### src/rtl/txr_pkg.sv
package txr_pkg;

    localparam int LEN_W = 11;

    typedef struct packed {
        logic             own;
        logic             sop;
        logic             eop;
        logic [1:0]       rsvd;
        logic [LEN_W-1:0] len;
    } txr_desc_t;

    typedef enum logic [1:0] {
        ST_IDLE = 2'd0,
        ST_POST = 2'd1,
        ST_SCAN = 2'd2
    } txr_state_t;

endpackage

### src/rtl/txr_ptr.sv
module txr_ptr #(
    parameter int DEPTH = 16,
    localparam int IW = $clog2(DEPTH)
) (
    input  logic          clk,
    input  logic          rst_n,
    input  logic          clr,
    input  logic          inc,
    output logic [IW-1:0] idx
);
    localparam bit POW2 = ((DEPTH & (DEPTH - 1)) == 0);

    logic [IW-1:0] idx_q;
    logic [IW-1:0] idx_nx;

    generate
        if (POW2) begin : g_pow2
            assign idx_nx = idx_q + 1'b1;
        end else begin : g_cmp
            assign idx_nx = (idx_q == IW'(DEPTH - 1)) ? '0 : idx_q + 1'b1;
        end
    endgenerate

    always_ff @(posedge clk or negedge rst_n) begin
        if (!rst_n)    idx_q <= '0;
        else if (clr)  idx_q <= '0;
        else if (inc)  idx_q <= idx_nx;
    end

    assign idx = idx_q;
endmodule

### src/rtl/txr_desc_store.sv
module txr_desc_store
    import txr_pkg::*;
#(
    parameter int DEPTH = 16,
    localparam int IW = $clog2(DEPTH)
) (
    input  logic          clk,
    input  logic          rst_n,
    input  logic          clr,
    input  logic          we,
    input  logic [IW-1:0] widx,
    input  txr_desc_t     wdata,
    input  logic          rel_valid,
    input  logic [IW-1:0] rel_idx,
    input  logic [IW-1:0] sidx,
    output txr_desc_t     sword,
    input  logic [IW-1:0] oidx,
    output txr_desc_t     oword
);
    txr_desc_t mem [DEPTH];

    generate
        for (genvar g = 0; g < DEPTH; g++) begin : g_ent
            always_ff @(posedge clk or negedge rst_n) begin
                if (!rst_n)                                 mem[g] <= '0;
                else if (clr)                               mem[g] <= '0;
                else if (we && widx == IW'(g))              mem[g] <= wdata;
                else if (rel_valid && rel_idx == IW'(g))    mem[g].own <= 1'b0;
            end
        end
    endgenerate

    assign sword = mem[sidx];
    assign oword = mem[oidx];

    // A descriptor handed back (not rewritten) must show its owner bit clear
    AST_REL_CLEARS: assert property (@(posedge clk) disable iff (!rst_n)
        (rel_valid && !clr && !(we && widx == rel_idx)) |=> (mem[$past(rel_idx)].own == 1'b0));
endmodule

### src/rtl/txr_wdog.sv
module txr_wdog #(
    parameter int LOAD = 5,
    localparam int CW = $clog2(LOAD + 1)
) (
    input  logic clk,
    input  logic rst_n,
    input  logic clr,
    input  logic load,
    input  logic tick,
    output logic expired
);
    logic [CW-1:0] cnt_q;
    logic          exp_q;

    always_ff @(posedge clk or negedge rst_n) begin
        if (!rst_n) begin
            cnt_q <= '0;
            exp_q <= 1'b0;
        end else begin
            exp_q <= !clr && !load && tick && (cnt_q == CW'(1));
            if (clr)                        cnt_q <= '0;
            else if (load)                  cnt_q <= CW'(LOAD);
            else if (tick && cnt_q != '0)   cnt_q <= cnt_q - 1'b1;
        end
    end

    assign expired = exp_q;

    AST_WDOG_RANGE: assert property (@(posedge clk) disable iff (!rst_n)
        cnt_q <= CW'(LOAD));
    AST_WDOG_ZERO: assert property (@(posedge clk) disable iff (!rst_n)
        expired |-> (cnt_q == '0));
endmodule

### src/rtl/txr_ring_ctrl.sv
module txr_ring_ctrl
    import txr_pkg::*;
#(
    parameter int PHYS_DEPTH = 16,
    parameter int LOG_DEPTH  = 8,
    parameter int HI_WM      = 5,
    parameter int LO_WM      = 2,
    parameter int WD_LOAD    = 5,
    parameter int MASK_W     = 32,
    localparam int IW = $clog2(PHYS_DEPTH),
    localparam int BW = $clog2(LOG_DEPTH),
    localparam int CW = $clog2(LOG_DEPTH + 1)
) (
    input  logic              clk,
    input  logic              rst_n,
    input  logic              req_valid,
    input  logic [10:0]       req_len,
    output logic              req_ready,
    output logic              doorbell,
    output logic [IW-1:0]     door_idx,
    output logic [BW-1:0]     buf_sel,
    input  logic              reclaim_req,
    input  logic              rel_valid,
    input  logic [IW-1:0]     rel_idx,
    input  logic              tick,
    output logic              timeout,
    output logic              full,
    output logic [CW-1:0]     count,
    output logic [MASK_W-1:0] irq_mask,
    input  logic [IW-1:0]     obs_idx,
    output logic [15:0]       obs_word
);
    localparam logic [CW-1:0] LOG_C = CW'(LOG_DEPTH);
    localparam logic [CW-1:0] HI_C  = CW'(HI_WM);
    localparam logic [CW-1:0] LO_C  = CW'(LO_WM);

    txr_state_t        state_q, state_nx;
    logic [LEN_W-1:0]  len_q;
    logic [CW-1:0]     count_q;
    logic              full_q;
    logic [MASK_W-1:0] mask_q;
    logic [IW-1:0]     prod_idx, cons_idx;
    txr_desc_t         scan_word, obs_desc, wr_desc;
    logic              flush, post, accept, scan_stop, scan_step, scan_end, drained;

    assign flush     = timeout;
    assign scan_stop = (count_q == '0) || scan_word.own;
    assign accept    = (state_q == ST_IDLE) && req_valid && !full_q && !reclaim_req && !flush;
    assign post      = (state_q == ST_POST) && !flush;
    assign scan_step = (state_q == ST_SCAN) && !scan_stop && !flush;
    assign scan_end  = (state_q == ST_SCAN) && scan_stop && !flush;
    assign drained   = scan_end && (count_q == '0);

    // state register
    always_ff @(posedge clk or negedge rst_n) begin
        if (!rst_n) state_q <= ST_IDLE;
        else        state_q <= state_nx;
    end

    always_comb begin
        state_nx = state_q;
        unique case (state_q)
            ST_IDLE: begin
                if (reclaim_req)                  state_nx = ST_SCAN;
                else if (req_valid && !full_q)    state_nx = ST_POST;
            end
            ST_POST: state_nx = ST_IDLE;
            ST_SCAN: if (scan_stop) state_nx = ST_IDLE;
            default: state_nx = ST_IDLE;
        endcase
        if (flush) state_nx = ST_IDLE;
    end

    // datapath registers
    always_ff @(posedge clk or negedge rst_n) begin
        if (!rst_n) begin
            len_q   <= '0;
            count_q <= '0;
            full_q  <= 1'b0;
            mask_q  <= '1;
        end else if (flush) begin
            count_q <= '0;
            full_q  <= 1'b0;
            mask_q  <= '1;
        end else begin
            if (accept) len_q <= req_len;
            if (post) begin
                count_q <= count_q + 1'b1;
                full_q  <= (count_q + 1'b1) == LOG_C;
                if ((count_q + 1'b1) > HI_C) mask_q <= '0;
            end else if (scan_step) begin
                count_q <= count_q - 1'b1;
                full_q  <= 1'b0;
            end else if (scan_end && count_q < LO_C) begin
                mask_q  <= '1;
            end
        end
    end

    // outputs
    always_comb begin
        req_ready = (state_q == ST_IDLE) && !full_q && !reclaim_req && !flush;
        doorbell  = post;
        door_idx  = prod_idx;
        buf_sel   = prod_idx[BW-1:0];
        wr_desc   = '{own: 1'b1, sop: 1'b1, eop: 1'b1, rsvd: 2'b00, len: len_q};
        full      = full_q;
        count     = count_q;
        irq_mask  = mask_q;
        obs_word  = obs_desc;
    end

    txr_ptr #(.DEPTH(PHYS_DEPTH)) i_prod (
        .clk(clk), .rst_n(rst_n), .clr(flush), .inc(post), .idx(prod_idx)
    );

    txr_ptr #(.DEPTH(PHYS_DEPTH)) i_cons (
        .clk(clk), .rst_n(rst_n), .clr(flush), .inc(scan_step), .idx(cons_idx)
    );

    txr_desc_store #(.DEPTH(PHYS_DEPTH)) i_store (
        .clk(clk), .rst_n(rst_n), .clr(flush),
        .we(post), .widx(prod_idx), .wdata(wr_desc),
        .rel_valid(rel_valid), .rel_idx(rel_idx),
        .sidx(cons_idx), .sword(scan_word),
        .oidx(obs_idx), .oword(obs_desc)
    );

    txr_wdog #(.LOAD(WD_LOAD)) i_wdog (
        .clk(clk), .rst_n(rst_n), .clr(flush || drained),
        .load(post), .tick(tick), .expired(timeout)
    );

    AST_CNT_BOUND: assert property (@(posedge clk) disable iff (!rst_n)
        count_q <= LOG_C);
    AST_FULL_MATCH: assert property (@(posedge clk) disable iff (!rst_n)
        full_q == (count_q == LOG_C));
    AST_DOORBELL_PULSE: assert property (@(posedge clk) disable iff (!rst_n)
        doorbell |=> !doorbell);
    AST_PROD_WRAP: assert property (@(posedge clk) disable iff (!rst_n)
        (doorbell && door_idx == IW'(PHYS_DEPTH - 1)) |=> (prod_idx == '0));
    AST_SCAN_HOLD: assert property (@(posedge clk) disable iff (!rst_n)
        (state_q == ST_SCAN && scan_word.own && !flush) |=> $stable(cons_idx));
    AST_TO_CLEARS: assert property (@(posedge clk) disable iff (!rst_n)
        timeout |=> (count_q == '0 && !full_q && prod_idx == '0));
endmodule

### config.mk
export PLATFORM = sky130hd
export DESIGN_NAME = txr_ring_ctrl
export DESIGN_NICKNAME = d
export VERILOG_FILES = /design/src/rtl/txr_pkg.sv /design/src/rtl/txr_ptr.sv /design/src/rtl/txr_desc_store.sv /design/src/rtl/txr_wdog.sv /design/src/rtl/txr_ring_ctrl.sv
export SDC_FILE = /design/constraint.sdc
export NUM_CORES = 1
export LEC_CHECK = 0
export BUFFER_PORTS_ARGS = -buffer_cell sky130_fd_sc_hd__buf_2
export CAP_MARGIN = 20
export CORE_MARGIN = 2
export CORE_UTILIZATION = 55
export CTS_CLUSTER_DIAMETER = 40
export DETAILED_ROUTE_END_ITERATION = 12
export HOLD_SLACK_MARGIN = 0.06
export PLACE_DENSITY_LB_ADDON = 0.05
export RECOVER_POWER = 50
export SKIP_CTS_REPAIR_TIMING = 1
export SYNTH_ARGS = -nofsm -noshare
export SYNTH_HDL_FRONTEND = slang
export SYNTH_SLANG_ARGS = --single-unit
### constraint.sdc
create_clock -name clk -period 2.3 [get_ports clk]
set_input_delay 0 -clock clk [delete_from_list [all_inputs] [get_ports clk]]
set_output_delay 0 -clock clk [all_outputs]
set_load 0.02 [all_outputs]
Word level (Yosys, flattened, before mapping)
Index checks and enable logic that the tools add are counted.
Word-level totals
  input bits: 25
  flip-flop bits (word level): 318
  word-level logic and storage cells: 336
Operators by class
  add/sub/neg operators: 5
  order comparisons: 4
  bitwise operators: 3
  equality and inequality tests: 38
  multiplexer cells: 93
  reduce and logical (&&, ||, !) cells: 104
Operators by type and width (number)
  two-way mux 16 bit: 20
  two-way mux 15 bit: 16
  two-way mux 32 bit: 5
  binary-select mux 16 bit (select 4 bit): 2
  equality test 4 bit (second input constant): 17
  nonzero test 3 bit: 20
  logical AND 1 bit: 51
  nonzero test 2 bit: 18
  two-way mux 1 bit: 35
  equality test 4 x 3 -> 1 bit (second input constant): 8
  two-way mux 4 bit: 7
  equality test 4 x 2 -> 1 bit (second input constant): 4
  adder 4 x 1 -> 4 bit (second input constant): 3
  logical NOT 4 bit: 3
  >= comparator 5 bit (second input constant): 2
  inverter 4 -> 5 bit: 2
  two-way mux 3 bit: 3
  equality test 4 x 1 -> 1 bit (second input constant): 2
  two-way mux 2 bit: 4
  logical NOT 1 bit: 6
  != test 3 x 2 -> 1 bit (second input constant): 2
  > comparator 4 x 3 -> 1 bit (second input constant): 1
  less-than comparator 4 x 2 -> 1 bit (second input constant): 1
  != test 4 x 2 -> 1 bit (second input constant): 1
  other kinds (12): 14

Depth between registers and ports, before layout
Gate-level depths: netlist (run 1).
  depth after elaboration: 13
  gate-level depth with buffers: 9

Hierarchy
From an unflattened synthesis (run 1), not the netlist that was laid out.
Unflattened totals
  cells, all modules: 1682
  area total of the unflattened synthesis: 16973.8 sq um
Modules (own cells, without submodules)
  txr_desc_store: cells each 1505, instances 1, seq. area each 6406.1 sq um, area each 15020.7 sq um
  txr_ring_ctrl: cells each 124, instances 1, seq. area each 476.7 sq um, area each 1323.8 sq um
  txr_ptr: cells each 16, instances 2, seq. area each 100.1 sq um, area each 192.7 sq um
  txr_wdog: cells each 21, instances 1, seq. area each 100.1 sq um, area each 244.0 sq um

Worst setup path after synthesis (run 1)
No wires, ideal clock.
  path kind: reg-to-reg
  start point: reg count_q[0], in the netlist count[0]
  end point: reg i_cons.idx_q[3], in the netlist i_cons.idx[3]
  stages on the path, launching flop included: 8
  buffers on the path: 0
  required time: 2.175 ns
  clock period less this slack: 2.146 ns
  slack: 0.154 ns
  arrival: 2.021 ns
  cells stage by stage: dfrtp_1 inv_1 ha_1 nor3b_1 nand2b_1 a211o_1 a21oi_1 mux2_4
Between the ends
  cells in the longest elaborated chain, start to end: 6
Ends and longest elaborated chain
  from (decl): line txr_ring_ctrl.sv:39  | logic [CW-1:0] count_q;
  from (signal assigned): line txr_ring_ctrl.sv:88  | count_q <= count_q + 1'b1;
  from (signal assigned): line txr_ring_ctrl.sv:92  | count_q <= count_q - 1'b1;
  logical NOT 4 bit: line txr_ring_ctrl.sv:47  | assign scan_stop = (count_q == '0) || scan_word.own;
  logical OR 1 bit: line txr_ring_ctrl.sv:47
  logical NOT 1 bit: line txr_ring_ctrl.sv:50  | assign scan_step = (state_q == ST_SCAN) && !scan_stop && !flush;
  logical AND 1 bit (2 in a row): line txr_ring_ctrl.sv:50
  nonzero test 2 bit (no source line)
  to (signal assigned): line txr_ptr.sv:27  | else if (inc) idx_q <= idx_nx;
  to (decl): line txr_ptr.sv:13  | logic [IW-1:0] idx_q;
No other way between the ends.
A chain may end at the register's enable or synchronous reset.

Worst setup path after layout (run 1)
  start point: reg i_wdog.exp_q, in the netlist i_wdog.expired
  end point: reg i_store.mem[63] (netlist name)
Between the ends
  cells in the longest elaborated chain, start to end: 5
  elaborated cells between the ends (all ways): 6
  classes of those cells: mux: 2; reduce/logical: 4
Ends and longest elaborated chain
  from (decl): line txr_wdog.sv:13  | logic exp_q;
  from (signal assigned): line txr_wdog.sv:20  | exp_q <= !clr && !load && tick && (cnt_q == CW'(1));
  logical NOT 1 bit: line txr_ring_ctrl.sv:49  | assign post = (state_q == ST_POST) && !flush;
  logical AND 1 bit: line txr_ring_ctrl.sv:49
  logical AND 1 bit: line txr_desc_store.sv:27  | else if (we && widx == IW'(g)) mem[g] <= wdata;
  two-way mux 1 bit: line txr_desc_store.sv:27
  two-way mux 16 bit: line txr_desc_store.sv:26  | else if (clr) mem[g] <= '0;
  to (signal, indexed assignment): line txr_desc_store.sv:27
  to (decl): line txr_desc_store.sv:20  | txr_desc_t mem [DEPTH];
Several ways; a longest one is shown, not always the timed one.

==> impl_metrics.tcl, run 1 <==
set metrics [dict create \
    status "completed" \
    wl_per_cell_um 19.93 \
    finalSetupViolations 0 \
    setup_tns_ns 0 \
    wl_met3_um 1859 \
    holdWs_ns 0.02529 \
    crit_buf_inv 4 \
    ys_types 57 \
    reg2reg_slack_ns 0.13 \
    fp-row-count 54 \
    routed_via_density 5.728 \
    cts_buffers 38 \
    grt_pass1_wl_um 49970 \
    worst_hold_path.endpoint "state_q[0]$_DFFE_PN0P_" \
    ant_nets 0 \
    tightest_slew_ns 1.271 \
    dpl_cell_area_um2 12490 \
    rsz0062_at_grt "no" \
    worstSetupPathType "flop to flop" \
    hold_start "req_valid" \
    die-area_um2 23140 \
    vias 8936 \
    core_um2 21690 \
    register_area_um2 5983 \
    reg2reg_depth 6 \
    postLayoutCellArea_um2 13950 \
    ios 88 \
    remaining_drc_errors 0 \
    drt-total-wl_um 31090 \
    slowest_delay_ns 0.59 \
    slew_violations 0 \
    maxCapViolCount 0 \
    nFillCells 1783 \
    powerDensity_nw_per_um2 1058 \
    dp_cells 1471 \
    track_usage_pct 27.39 \
    n_antenna_cell 0 \
    hold_path_depth 3 \
    yosysSeqAreaShare_pct 49.57 \
    die_h_um 152.1 \
    synth.top_cell.area_share_pct 49.36 \
    synthTopCellsByArea "dfrtp_1 49%, mux4_2 12%, nand2_1 12%" \
    grt_max_degree 85 \
    port_buffers 85 \
    worstReg2RegStart "i_wdog.expired$_DFF_PN0_" \
    min_period_over_period_pct 94.18 \
    cp_cell_sequence "buf_4, inv_4, buf_12, o311ai_0, dlygate4sd3_1, nand2_1" \
    area_growth_pct 15.58 \
    cts_root_buffer "clkbuf_16" \
    hold_viol 0 \
    clockBufferDepth 3 \
    topRoutingLayerUsed "met4" \
    gp_congestion 0.8430 \
    startpoint_type "flop" \
    end_kind "flop" \
    cp_slowest_cell "dlygate4sd3_1" \
    fmax_ghz 0.4617 \
    cts_tree "yes" \
    clock_sinks 239 \
    grt_overflow_total 0 \
    peakVddDrop_mv 0.5423 \
    dp.final_hpwl_um 18980 \
    crit_required_ns 2.75 \
    nNetsFinal 1290 \
    wl_met2_um 14260 \
    synthesis.area_um2 12070 \
    dp_slack_ns 0.1976 \
    grt_pass1_vias 8707 \
    clock_latency_ns 0.52 \
    initial_core_util_pct 55.64 \
    clkTransAtPathRegs_ns 0.05 \
    fin_cells 1560 \
    synth_top_area_cell "dfrtp_1" \
    timing.rr.end "i_store.mem[63]$_DFFE_PN0P_" \
    ys_warn_count 0 \
    h-tree-depth 2 \
    synthCells 1209 \
    synth-edff-count 0 \
    cp_top_family "buffers and inverters" \
    drive_above_1_share_pct 20.55 \
    setup_slack_ns 0.1339 \
    ys_ff_latch 239 \
    antenna_found_initial 0 \
    skew_ns 0.01874 \
    drt_iter0_drc 610 \
    dr.pass1.iters 5 \
    slew_headroom_pct 15.26 \
    post-route-min-period_ns 2.166 \
    synth_ff_type "dfrtp_1" \
    arrival_ns 2.62 \
    hold_path_class "input pin to flop" \
    wl_met1_um 14480 \
    p_leak_nw 6.251 \
    synth-async-reset-ratio_pct 100.0 \
    avgSynthCellArea_um2 9.981 \
    multiInputGateArea_um2 5246 \
    critPathMaxFanout 60 \
    die_x_um 152.1 \
]
## registers in the layout (all words and copies together), names as in the netlist
register	count
count	4
full	1
i_cons.idx	4
i_prod.idx	4
i_store.mem	208
i_wdog.cnt_q	3
i_wdog.expired	1
irq_mask	1
len_q	11
state_q	2
## worst max-delay path by stage
stage                                            start  cells after the start  slack, ns                           to
final                         i_wdog.expired$_DFF_PN0_                      6       0.13  i_store.mem[63]$_DFFE_PN0P_
after global routing         i_cons.idx[1]$_DFFE_PN0P_                      5       0.06    i_cons.idx[3]$_DFFE_PN0P_
after CTS                 i_store.mem[211]$_DFFE_PN0P_                      3       0.18                  obs_word[3]
after detailed placement     i_cons.idx[1]$_DFFE_PN0P_                      5       0.20    i_cons.idx[2]$_DFFE_PN0P_
after global placement       i_cons.idx[1]$_DFFE_PN0P_                      5       0.24    i_cons.idx[2]$_DFFE_PN0P_
after floorplan                   count[0]$_DFFE_PN0P_                      7       0.15    i_cons.idx[3]$_DFFE_PN0P_
## cell usage in the layout (no fill, tap or decap), types with 9 or more instances in the layout
cell type and count:
a21oi_1 55, buf_2 56, nor2b_1 9, clkbuf_16 41, clkbuf_1 33, dlygate4sd3_1 22
a21o_1 17, nand3_1 11, nand2_1 375, nor2_1 12, and3_1 11, mux4_2 66
nand2b_1 13, o21ai_0 132, ha_1 12, dfrtp_1 237, mux2_2 11, buf_4 33
## metal layers
metal  vias to the layer above  global-route usage, %
li1                       4180                      -
met4                         0                  6.898
met1                      4462                  42.06
met2                       253                  40.88
met3                        41                  4.963
met5                         -                      0
## worst min-delay path, cell delays in order
cell     delay (ns)
buf_2          0.07
nand2_1        0.28
inv_1          0.13
## layout make-up
cell class	instances	area share, %
clock inverter	17	1.534
timing repair buffer	150	7.222
inverter	9	0.2602
multi-input combinational	815	37.62
clock buffer	50	7.957
tap	280	2.512
sequential	239	42.90
## logic make-up (layout without fill, tap and decap cells)
group / after synthesis / count (layout) / synth area share (%)
AOI/OAI and AO/OA: 242 / 242 / 11.23
xor gates and xnor gates: 4 / 4 / 0.2904
adders and majority gates: 12 / 12 / 1.244
buffers and inverters: 156 / 226 / 6.979
DFF: 239 / 239 / 49.57
muxes: 87 / 87 / 14.23
other: 1 / 2 / 0.03108
and+or+nand+nor: 468 / 468 / 16.42
## Yosys cell counts (9+ instances only)
library cell  instances
ha_1                 12
a21oi_1              55
mux2_2               11
a21o_1               17
clkbuf_1             46
nand3_1              11
nand2_1             375
mux4_2               66
buf_2                49
dfrtp_1             238
nor2b_1               9
nor2_1               12
nand2b_1             13
o21ai_0             132
buf_4                48
and3_1               11
## report_power, final
part           leakage (nW)  switching [W]  internal [W]
clock network         0.639        0.00202       0.00385
registers              3.27        0.00104       0.00475
logic                  2.34        0.00185       0.00124
total                  6.25        0.00491       0.00984
## stage by stage
| stage | total power [W] | util (%) |
|---|---|---|
| after global placement | 0.008892 | 57.59 |
| after detailed placement | 0.008946 | 57.59 |
| after CTS | 0.01484 | 63.69 |
| final | 0.01475 | 64.31 |
| after floorplan | 0.008225 | - |
| after global routing | 0.01546 | 64.31 |
Power figures use the tool's default switching activity.
==> inputs of run 2 (changes only) <==
Settings changed: CORE_ASPECT_RATIO set to 0.7.
==> impl_metrics.tcl, run 2 (synthesized netlist as in run 1, its figures left out) <==
set metrics [dict create \
    status "complete, but fails checks" \
    violations "hold timing" \
    maxCapViolCount 0 \
    port_buffers 85 \
    drive_above_1_share_pct 20.82 \
    p_sw_share_pct 33.86 \
    hold_viol 1 \
    remaining_drc_errors 0 \
    holdWs_ns -0.0002265 \
    largest_reg_flops 208 \
    pwr-share-seq_pct 41.8 \
    final_common_cell "nand2_1" \
    n_antenna_cell 0 \
    antenna_found_initial 0 \
    grt_pass1_wl_um 51080 \
    setup_slack_ns 0.1671 \
    cp_slowest_cell "mux4_2" \
    power.internal_w 0.009091 \
    p_leak_nw 6.178 \
    worstSetupPathType "flop to output port" \
    cp_cell_sequence "mux4_2, mux4_2, buf_2" \
    cts_buffers 29 \
    cts_root_buffer "clkbuf_16" \
    crit_buf_inv 1 \
    clkPwrFrac_pct 35.6 \
    arrival_ns 2.13 \
    vias 8905 \
    core_um2 21620 \
    die_x_um 181.0 \
    startpoint_type "flop" \
    peakVddDrop_mv 0.6858 \
    end_kind "output port" \
    combPwrFrac_pct 22.6 \
    dp_slack_ns 0.2540 \
    drt_iter0_drc 733 \
    post-route-min-period_ns 2.133 \
    rsz0062_at_grt "no" \
    skew_ns 0.01183 \
    fp-row-count 45 \
    slew_violations 0 \
    slew_headroom_pct 39.23 \
    slowest_delay_ns 0.52 \
    die-area_um2 23160 \
    cts_tree "yes" \
    clkTransAtPathRegs_ns 0.06 \
    routed_via_density 5.727 \
    h-tree-depth 1 \
    drt-total-wl_um 31610 \
    tightest_slew_ns 0.9115 \
    track_usage_pct 28.66 \
    grt_max_degree 66 \
    largest-register "i_store.mem" \
    min_period_over_period_pct 92.73 \
    die_h_um 127.9 \
    ios 88 \
    dr.pass1.iters 5 \
    area_growth_pct 14.13 \
    setup_tns_ns 0 \
    ant_nets 0 \
    dp.final_hpwl_um 20160 \
    nNetsFinal 1288 \
    switching_power_w 0.004654 \
    grt_pass1_vias 8741 \
    hold_path_class "input pin to flop" \
    clock_sinks 239 \
    initial_core_util_pct 55.81 \
    fmax_ghz 0.4688 \
    wl_per_cell_um 20.32 \
    cp_common_cell "mux4_2" \
    clockBufferDepth 3 \
    cp_top_family "multiplexers" \
    layout_common_cells "375 x nand2_1, 237 x dfrtp_1, 132 x o21ai_0, 66 x mux4_2, 64 x buf_2" \
    clock_latency_ns 0.54 \
    crit_required_ns 2.30 \
    reg_top3 "i_store.mem x208, len_q x11" \
    critPathMaxFanout 2 \
    grt_overflow_total 0 \
    finalSetupViolations 0 \
    gp_congestion 0.8363 \
    powerDensity_nw_per_um2 998.1 \
]
[run 2: cell types whose count changed in the layout (fill, tap and decap cells not counted), sizes merged]
| cell | change |
|---|---|
| inv | +2 |
| clkbuf | -23 |
| buf | +14 |
| dlygate4sd3 | +1 |
| bufinv | +1 |
| clkinvlp | -1 |
| clkinv | -1 |
[run 2: final cells by class]
type                            count  area [um2]
Clock buffer                       35       808.3
Clock inverter                     18       237.7
Fill cell                        1788        7849
Inverter                            9       36.28
Multi-Input combinational cell    815        5241
Sequential cell                   239        5983
Tap cell                          282       352.8
Timing Repair Buffer              157        1112
[run 2: layer usage]
metal / part of all wire (%) / vias up / wire length (um) / GRT usage [%]
li1: - / 4185 / - / -
met1: 46 / 4377 / 14680 / 43.36
met2: 44 / 295 / 13830 / 42.67
met3: 7.8 / 48 / 2471 / 6.449
met4: 2.0 / 0 / 620 / 6.504
met5: 0 / - / 0 / 0
[run 2: worst register-to-register path, stage by stage, from the launching register on]
cell,delay [ns]
dfrtp_1,0.60
mux2i_1,0.13
mux4_2,0.54
and3_4,0.22
o21ai_2,0.12
mux2_1,0.32
[run 2: per-stage QoR]
stage                     instances  area (um2)  hold WS [ns]  utilization [%]  total power [W]
after floorplan                1210       12070       -0.2956                -         0.008225
after CTS                      1532       13600       -0.5869            62.91          0.01386
final                          1555       13770    -0.0002265            63.70          0.01375
after global routing           1555       13770       0.08393            63.70          0.01448
after detailed placement       1479       12560      -0.01673            58.07         0.008930
after global placement         1479       12560      -0.01430            58.07         0.008892
[run 2: power groups by stage]
stage                     combinational [W]  clock, W  sequential [W]
after CTS                           0.00313   0.00498         0.00575
after global routing                0.00345   0.00516         0.00587
after floorplan                     0.00301         0         0.00521
after detailed placement            0.00312         0         0.00581
final                               0.00311   0.00490         0.00574
after global placement              0.00308         0         0.00581
[run 2: final timing paths]
check | startpoint | to | slack, ns | depth (start not counted)
worst max-delay path | i_store.mem[64]$_DFFE_PN0P_ | obs_word[0] | 0.17 | 3
min in group asynchronous | rst_n | len_q[8]$_DFFE_PN0P_ | 0.53 | 3
worst min-delay path | req_valid | state_q[0]$_DFFE_PN0P_ | -0.0002 | 3
worst max register to register | i_cons.idx[1]$_DFFE_PN0P_ | i_cons.idx[2]$_DFFE_PN0P_ | 0.25 | 5
worst min register to register | i_wdog.cnt_q[2]$_DFFE_PN0P_ | i_wdog.expired$_DFF_PN0_ | 0.46 | 1
max in group asynchronous | rst_n | i_store.mem[16]$_DFFE_PN0P_ | 0.44 | 4
